**src/rtl/ple_pkg.sv**
```systemverilog
package ple_pkg;

    typedef enum logic [2:0] {
        S_IDLE,
        S_LOAD,
        S_HIGH,
        S_LOW,
        S_STALL,
        S_GAP,
        S_DONE
    } ple_state_t;

    // Field positions inside the bit timing word
    localparam int ONE_HI_LSB  = 21;
    localparam int ONE_HI_W    = 6;
    localparam int ONE_LO_LSB  = 16;
    localparam int ONE_LO_W    = 5;
    localparam int ZERO_HI_LSB = 6;
    localparam int ZERO_HI_W   = 5;
    localparam int ZERO_LO_LSB = 0;
    localparam int ZERO_LO_W   = 6;

    // Channel order codes
    localparam logic [2:0] ORD_RGB = 3'd0;
    localparam logic [2:0] ORD_RBG = 3'd1;
    localparam logic [2:0] ORD_GRB = 3'd2;
    localparam logic [2:0] ORD_GBR = 3'd3;
    localparam logic [2:0] ORD_BRG = 3'd4;
    localparam logic [2:0] ORD_BGR = 3'd5;

endpackage

```
**src/rtl/ple_color_order.sv**
```systemverilog
module ple_color_order #(
    parameter int CH_W = 8
) (
    input  logic [2:0]        mode,
    input  logic [3*CH_W-1:0] pix_in,
    output logic [3*CH_W-1:0] wire_word
);
    import ple_pkg::*;

    logic [CH_W-1:0] red, grn, blu;

    assign red = pix_in[3*CH_W-1:2*CH_W];
    assign grn = pix_in[2*CH_W-1:CH_W];
    assign blu = pix_in[CH_W-1:0];

    always_comb begin
        unique case (mode)
            ORD_RGB: wire_word = {red, grn, blu};
            ORD_RBG: wire_word = {red, blu, grn};
            ORD_GRB: wire_word = {grn, red, blu};
            ORD_GBR: wire_word = {grn, blu, red};
            ORD_BRG: wire_word = {blu, red, grn};
            ORD_BGR: wire_word = {blu, grn, red};
            default: wire_word = {grn, red, blu};
        endcase
    end
endmodule

```
**src/rtl/ple_pulse_timer.sv**
```systemverilog
module ple_pulse_timer #(
    parameter int CNT_W = 20
) (
    input  logic             clk,
    input  logic             rst_n,
    input  logic             load,
    input  logic [CNT_W-1:0] load_val,
    output logic             expired
);
    logic [CNT_W-1:0] remain;

    always_ff @(posedge clk or negedge rst_n) begin
        if (!rst_n) begin
            remain <= '0;
        end else if (load) begin
            remain <= load_val;
        end else if (remain != '0) begin
            remain <= remain - 1'b1;
        end
    end

    assign expired = (remain == '0);
endmodule

```
**src/rtl/ple_bit_shifter.sv**
```systemverilog
module ple_bit_shifter #(
    parameter int WORD_W = 24
) (
    input  logic              clk,
    input  logic              rst_n,
    input  logic              load,
    input  logic              advance,
    input  logic [WORD_W-1:0] word_in,
    output logic              cur_bit,
    output logic              nxt_bit,
    output logic              last_bit
);
    localparam int IDX_W = $clog2(WORD_W);

    logic [WORD_W-1:0] sreg;
    logic [IDX_W-1:0]  left;

    always_ff @(posedge clk or negedge rst_n) begin
        if (!rst_n) begin
            sreg <= '0;
            left <= '0;
        end else if (load) begin
            sreg <= word_in;
            left <= IDX_W'(WORD_W - 1);
        end else if (advance) begin
            sreg <= {sreg[WORD_W-2:0], 1'b0};
            left <= left - 1'b1;
        end
    end

    assign cur_bit  = sreg[WORD_W-1];
    assign nxt_bit  = sreg[WORD_W-2];
    assign last_bit = (left == '0);
endmodule

```
**src/rtl/pixel_line_encoder.sv**
```systemverilog
module pixel_line_encoder #(
    parameter int MAX_PIX = 1024,
    parameter int LEN_W   = 13,
    parameter int GAP_W   = 20,
    parameter int CH_W    = 8
) (
    input  logic             clk,
    input  logic             rst_n,
    input  logic             start,
    input  logic [LEN_W-1:0] frame_len,
    input  logic [31:0]      bit_timing,
    input  logic [GAP_W-1:0] latch_gap,
    input  logic [2:0]       color_mode,
    input  logic             pix_valid,
    input  logic [3*CH_W-1:0] pix_data,
    output logic             pix_ready,
    output logic             line_out,
    output logic             busy,
    output logic             frame_done,
    output logic             underrun
);
    import ple_pkg::*;

    localparam int WORD_W = 3 * CH_W;
    localparam int CNT_W  = $clog2(MAX_PIX + 1);
    localparam logic [LEN_W-1:0] LEN_CAP = LEN_W'(MAX_PIX);

    ple_state_t state_q, state_d;

    logic [ONE_HI_W-1:0]  one_hi_q;
    logic [ONE_LO_W-1:0]  one_lo_q;
    logic [ZERO_HI_W-1:0] zero_hi_q;
    logic [ZERO_LO_W-1:0] zero_lo_q;
    logic [GAP_W-1:0]     gap_q;
    logic [2:0]           mode_q;
    logic [CNT_W-1:0]     pix_left_q;
    logic                 underrun_q;

    logic              start_ok;
    logic              take_pix;
    logic              more_pix;
    logic              t_load;
    logic [GAP_W-1:0]  t_val;
    logic              t_expired;
    logic              sh_load, sh_adv;
    logic              cur_bit, nxt_bit, last_bit;
    logic [WORD_W-1:0] ordered;
    logic              set_underrun;

    // A zero count still yields one cycle: load N-1, saturating at zero
    function automatic logic [GAP_W-1:0] minus_one(input logic [GAP_W-1:0] v);
        return (v == '0) ? '0 : v - 1'b1;
    endfunction

    function automatic logic [GAP_W-1:0] high_len(input logic b);
        return b ? GAP_W'(one_hi_q) : GAP_W'(zero_hi_q);
    endfunction

    function automatic logic [GAP_W-1:0] low_len(input logic b);
        return b ? GAP_W'(one_lo_q) : GAP_W'(zero_lo_q);
    endfunction

    ple_color_order #(.CH_W(CH_W)) u_order (
        .mode      (mode_q),
        .pix_in    (pix_data),
        .wire_word (ordered)
    );

    ple_pulse_timer #(.CNT_W(GAP_W)) u_timer (
        .clk      (clk),
        .rst_n    (rst_n),
        .load     (t_load),
        .load_val (t_val),
        .expired  (t_expired)
    );

    ple_bit_shifter #(.WORD_W(WORD_W)) u_shift (
        .clk      (clk),
        .rst_n    (rst_n),
        .load     (sh_load),
        .advance  (sh_adv),
        .word_in  (ordered),
        .cur_bit  (cur_bit),
        .nxt_bit  (nxt_bit),
        .last_bit (last_bit)
    );

    assign start_ok = (state_q == S_IDLE) && start && (frame_len != '0);
    assign more_pix = (pix_left_q != '0);
    assign take_pix = pix_ready && pix_valid;

    // Next state and datapath controls
    always_comb begin
        state_d      = state_q;
        t_load       = 1'b0;
        t_val        = '0;
        sh_load      = 1'b0;
        sh_adv       = 1'b0;
        set_underrun = 1'b0;
        unique case (state_q)
            S_IDLE: begin
                if (start_ok) state_d = S_LOAD;
            end
            S_LOAD, S_STALL: begin
                if (pix_valid) begin
                    state_d = S_HIGH;
                    sh_load = 1'b1;
                    t_load  = 1'b1;
                    t_val   = minus_one(high_len(ordered[WORD_W-1]));
                end
            end
            S_HIGH: begin
                if (t_expired) begin
                    state_d = S_LOW;
                    t_load  = 1'b1;
                    t_val   = minus_one(low_len(cur_bit));
                end
            end
            S_LOW: begin
                if (t_expired) begin
                    if (!last_bit) begin
                        state_d = S_HIGH;
                        sh_adv  = 1'b1;
                        t_load  = 1'b1;
                        t_val   = minus_one(high_len(nxt_bit));
                    end else if (more_pix) begin
                        if (pix_valid) begin
                            state_d = S_HIGH;
                            sh_load = 1'b1;
                            t_load  = 1'b1;
                            t_val   = minus_one(high_len(ordered[WORD_W-1]));
                        end else begin
                            state_d      = S_STALL;
                            set_underrun = 1'b1;
                        end
                    end else begin
                        state_d = S_GAP;
                        t_load  = 1'b1;
                        t_val   = minus_one(gap_q);
                    end
                end
            end
            S_GAP: begin
                if (t_expired) state_d = S_DONE;
            end
            S_DONE: begin
                state_d = S_IDLE;
            end
            default: state_d = S_IDLE;
        endcase
    end

    // State register and captured frame context
    always_ff @(posedge clk or negedge rst_n) begin
        if (!rst_n) begin
            state_q    <= S_IDLE;
            one_hi_q   <= '0;
            one_lo_q   <= '0;
            zero_hi_q  <= '0;
            zero_lo_q  <= '0;
            gap_q      <= '0;
            mode_q     <= ORD_GRB;
            pix_left_q <= '0;
            underrun_q <= 1'b0;
        end else begin
            state_q <= state_d;
            if (start_ok) begin
                one_hi_q   <= bit_timing[ONE_HI_LSB  +: ONE_HI_W];
                one_lo_q   <= bit_timing[ONE_LO_LSB  +: ONE_LO_W];
                zero_hi_q  <= bit_timing[ZERO_HI_LSB +: ZERO_HI_W];
                zero_lo_q  <= bit_timing[ZERO_LO_LSB +: ZERO_LO_W];
                gap_q      <= latch_gap;
                mode_q     <= color_mode;
                pix_left_q <= (frame_len > LEN_CAP) ? CNT_W'(MAX_PIX)
                                                    : CNT_W'(frame_len);
                underrun_q <= 1'b0;
            end else begin
                if (take_pix) pix_left_q <= pix_left_q - 1'b1;
                if (set_underrun) underrun_q <= 1'b1;
            end
        end
    end

    // Outputs decoded from the state
    always_comb begin
        line_out   = 1'b0;
        busy       = 1'b1;
        frame_done = 1'b0;
        pix_ready  = 1'b0;
        unique case (state_q)
            S_IDLE:  busy = 1'b0;
            S_LOAD:  pix_ready = 1'b1;
            S_HIGH:  line_out = 1'b1;
            S_LOW:   pix_ready = t_expired && last_bit && more_pix;
            S_STALL: pix_ready = 1'b1;
            S_GAP:   line_out = 1'b0;
            S_DONE:  frame_done = 1'b1;
            default: busy = 1'b0;
        endcase
    end

    assign underrun = underrun_q;
endmodule

```
**config.mk**
```make
export PLATFORM = sky130hd
export DESIGN_NAME = pixel_line_encoder
export DESIGN_NICKNAME = d
export VERILOG_FILES = /design/src/rtl/ple_pkg.sv /design/src/rtl/ple_color_order.sv /design/src/rtl/ple_pulse_timer.sv /design/src/rtl/ple_bit_shifter.sv /design/src/rtl/pixel_line_encoder.sv
export SDC_FILE = /design/constraint.sdc
export NUM_CORES = 1
export LEC_CHECK = 0
export BUFFER_PORTS_ARGS = -buffer_cell sky130_fd_sc_hd__buf_4
export CAP_MARGIN = 20
export CORE_MARGIN = 2
export CORE_UTILIZATION = 53
export DETAILED_ROUTE_END_ITERATION = 12
export GPL_TIMING_DRIVEN = 0
export PLACE_DENSITY_LB_ADDON = 0.3
export SYNTH_ARGS = -nofsm -noshare
export SYNTH_HDL_FRONTEND = slang
export SYNTH_HIERARCHICAL = 1
export SYNTH_SLANG_ARGS = --single-unit
```
**constraint.sdc**
```tcl
create_clock -name clk -period 3.61 [get_ports clk]
set_clock_uncertainty 0.2 [all_clocks]
set_input_delay 0.1805 -clock clk [delete_from_list [all_inputs] [get_ports clk]]
set_output_delay 0.1805 -clock clk [all_outputs]
set_load 0.005 [all_outputs]
```
==> impl_metrics.yaml <==
run_status:
  status: "finished, final reports clean"
final_layout:
  final_common_cell: "nand2_1"
  design_area_um2: 9729
  syn2layout_area_growth_pct: 27.35
  multi_input_area_um2: 4669
  drive_above_1_share_pct: 18.03
  layout_common_cells: "nand2_1, dfrtp_1, buf_4"
  seq_area_um2: 2729
  final_core_util_pct: 69.55
  nets: 1199
  diodes: 0
  fill_cells: 1144
synthesis:
  yosys.cell_types.count: 88
  synth_area_um2: 7640
  ys_seq_area_share_pct: 35.72
  ys_ff_latch: 109
  yosys_most_used_dff: "dfrtp_1"
  synth_async_sr_flop_share_pct: 100.0
  synth.net_count: 1028
  syn_area_per_cell_um2: 8.286
  synthCells: 922
  synth_edf_count: 0
  synth-warning-count: 6
placed_design:
  place_area_um2: 8576
  numPortBuffers: 90
  post-dp-hpwl_um: 15190
  routabilityCongestion: 0.9168
  dp_slack_ns: -0.7545
worst_hold_path:
  hold_path.class: "in -> reg"
  hp-start: "frame_len[6]"
  hold_path_depth: 4
  min_to: "pix_left_q[6]"
setup_path:
  cp_top_family: "simple AND/OR/NAND/NOR gates"
  cpPeakStageDelay_ns: 0.48
  reg2reg_to: "u_timer/remain[1]"
  endpoint_kind: "primary output"
  crit_buf_inv: 2
  reg2reg_from: "u_timer/remain[0]"
  cp_slowest_cell: "or3b_2"
  startpoint_type: "flip-flop"
  cp_cell_sequence: "inv_2, ha_1, or3b_2, or3_4, nor2_4, and4b_2, nand2_1, o21ai_4, buf_4"
  path_class: "reg -> out"
  worstPathArrival_ns: 3.05
  required_ns: 3.23
  crit_path_max_fanout: 5
  r2r_cells: 12
  r2r_slack_ns: 0.18
  startpoint: "u_timer/remain[0]"
routing:
  postRouteAntennaNets: 0
  routed_wl_um: 21900
  wl_per_cell_um: 17.14
  via_per_inst: 6.003
  dr.first_iter.drc_count: 660
  num_vias: 7672
  dr.pass1.iters: 5
  drc: 0
sta:
  fin_crit_ns: 3.429
  fmax_ghz: 0.2916
  finalSetupTns_ns: 0
  finalSetupViolCount: 0
  slew_violations: 0
  fin_crit_sh_pct: 94.99
  tightest_slew_ns: 0.8009
  slew_headroom_pct: 46.41
  hold_violations: 0
  setup_slack_ns: 0.1808
  rsz0062_at_grt: "no"
pwr:
  power_mw: 6.505
  pwr-share-seq_pct: 36.3
  p_clk_share_pct: 14.9
  pwr-share-comb_pct: 48.7
  power_density_nw_per_um2: 668.6
  p_sw_share_pct: 43.02
  p_switching_mw: 2.798
  p_int_mw: 3.706
  vdd_ir_drop_max_uv: 596.6
  power_leakage_nw: 4.169
clock_tree:
  htreeDepth: 3
  root_buffer: "clkbuf_16"
  clockBufferDepth: 2
  clk_pin_slew_ns: 0.07
  numCtsBuffers: 9
  clk_latency_ns: 0.37
  clock-sinks: 109
  cts_tree: "built"
flow_run:
  drv_cap: 0
global_route:
  grt_max_degree: 67
  grt_usage_pct: 29.77
  antenna_found_initial: 0
  gr-total-overflow: 0
  grt_pass1_vias: 7361
  grt_pass1_wl_um: 35930
floorplanning:
  die-area_um2: 15390
  die_x_um: 124.1
  num_rows: 43
  core_area_um2: 13990
  io_pins: 101
  start_util_pct: 54.62
  dieHeight_um: 124.1
power groups by stage:
stage	Clock (mW)	Combinational, mW	Sequential (mW)
2_1_floorplan	0	2.28	2.17
3_3_place_gp	0	2.86	2.33
3_5_place_dp	0	2.93	2.34
4_1_cts	0.992	3.06	2.34
5_1_grt	1.03	3.51	2.44
6_report	0.970	3.17	2.36
routing by layer:
metal	wire length [um]	share of wire, %	vias to the layer above	GRT usage, %
li1	-	-	3686	-
met1	9567	44	3629	40.09
met2	10270	47	308	47.92
met3	1493	6.8	49	5.723
met4	564	2.6	0	10.60
met5	0	0	-	0
sequential cells by signal (all words and copies together), names as in the netlist, 3 cells and up:
register	cells
gap_q	20
one_hi_q	6
mode_q	3
zero_lo_q	6
u_shift/left	5
u_shift/sreg	24
zero_hi_q	5
state_q	3
pix_left_q	11
u_timer/remain	20
one_lo_q	5
cell families (layout without fill, tap and decap cells):
logic type               after synthesis  count (layout)  share of synthesized area (%)
AND/OR/NAND/NOR                      423             423                          28.51
AO/OA/AOI/OAI                        212             212                          18.23
flip-flops                           109             109                          35.72
buffers and inverters                 81             257                          4.897
multiplexers                          54              54                          7.091
XOR/XNOR                              32              32                          3.767
adder cells (fa/ha/maj)               11              11                          1.785
Yosys cell counts, drive strengths merged (3+ instances only):
library cell,instances,area share (%)
nand3,38,2.6
o2111ai,3,0.34
clkbuf,30,1.5
xnor2,20,2.3
a211oi,7,0.69
a21oi,42,2.8
nor3b,7,0.69
or3,14,1.2
nand2b,16,1.3
dfrtp,108,35
a211o,9,1.0
nand4,7,0.57
nor2,37,1.9
o32ai,8,0.92
a2bb2oi,7,0.80
nor2b,9,0.74
mux2i,53,6.9
or2,4,0.33
o31ai,12,1.2
nor3,30,2.2
a31oi,6,0.49
inv,28,1.4
o211ai,9,0.88
buf,23,2.0
xor2,12,1.5
nor4,15,1.7
o31a,4,0.49
ha,10,1.6
and2,3,0.25
o21ai,68,4.6
or3b,5,0.57
and3,14,1.1
nor4b,6,0.77
a22oi,7,0.69
nand2,192,9.5
or4,15,1.6
nand3b,3,0.29
a31o,4,0.46
worst max-delay path by stage:
stage	endpoint	cells past startpoint
after global routing	u_timer/remain[17]	14
final	pix_ready	9
after floorplan	u_shift/sreg[1]	12
after global placement	u_shift/sreg[16]	13
after CTS	u_shift/left[4]	13
after detailed placement	u_timer/remain[1]	12
metrics by stage:
step | hold slack, ns | instances
final | 0.007196 | 1278
after global routing | 0.04249 | 1278
after CTS | 0.0001975 | 1277
after detailed placement | 0.02186 | 1193
after global placement | 0.1717 | 1192
after floorplan | -0.3151 | 922
timing repair:
| action | in CTS | in global routing |
|---|---|---|
| setup endpoints to repair | 57 | 49 |
| hold endpoints to repair | 103 | 0 |
| setup buffers | 5 | 2 |
| hold buffers | 64 | 0 |
| pin swaps | 3 | 2 |
| resized for setup | 31 | 32 |
area by class of cell:
type                    instances  area share (%)
repair buffers                162           14.35
plain buffers                  51           3.228
well taps                     180           2.315
clock inverters                 2          0.1672
multi-input cells             732           47.99
clock buffers                  14           2.816
inverters                      28           1.080
flip-flops and latches        109           28.05
worst reg2reg max path: cells and delay by family, from the launching register on:
family                   cells  cell delay, ns
AND/OR/NAND/NOR              7            1.83
adder cells (fa/ha/maj)      1            0.16
buffers and inverters        1            0.09
flip-flops                   1            0.43
AO/OA/AOI/OAI                3            0.65
(Power assumes the default switching activity.)
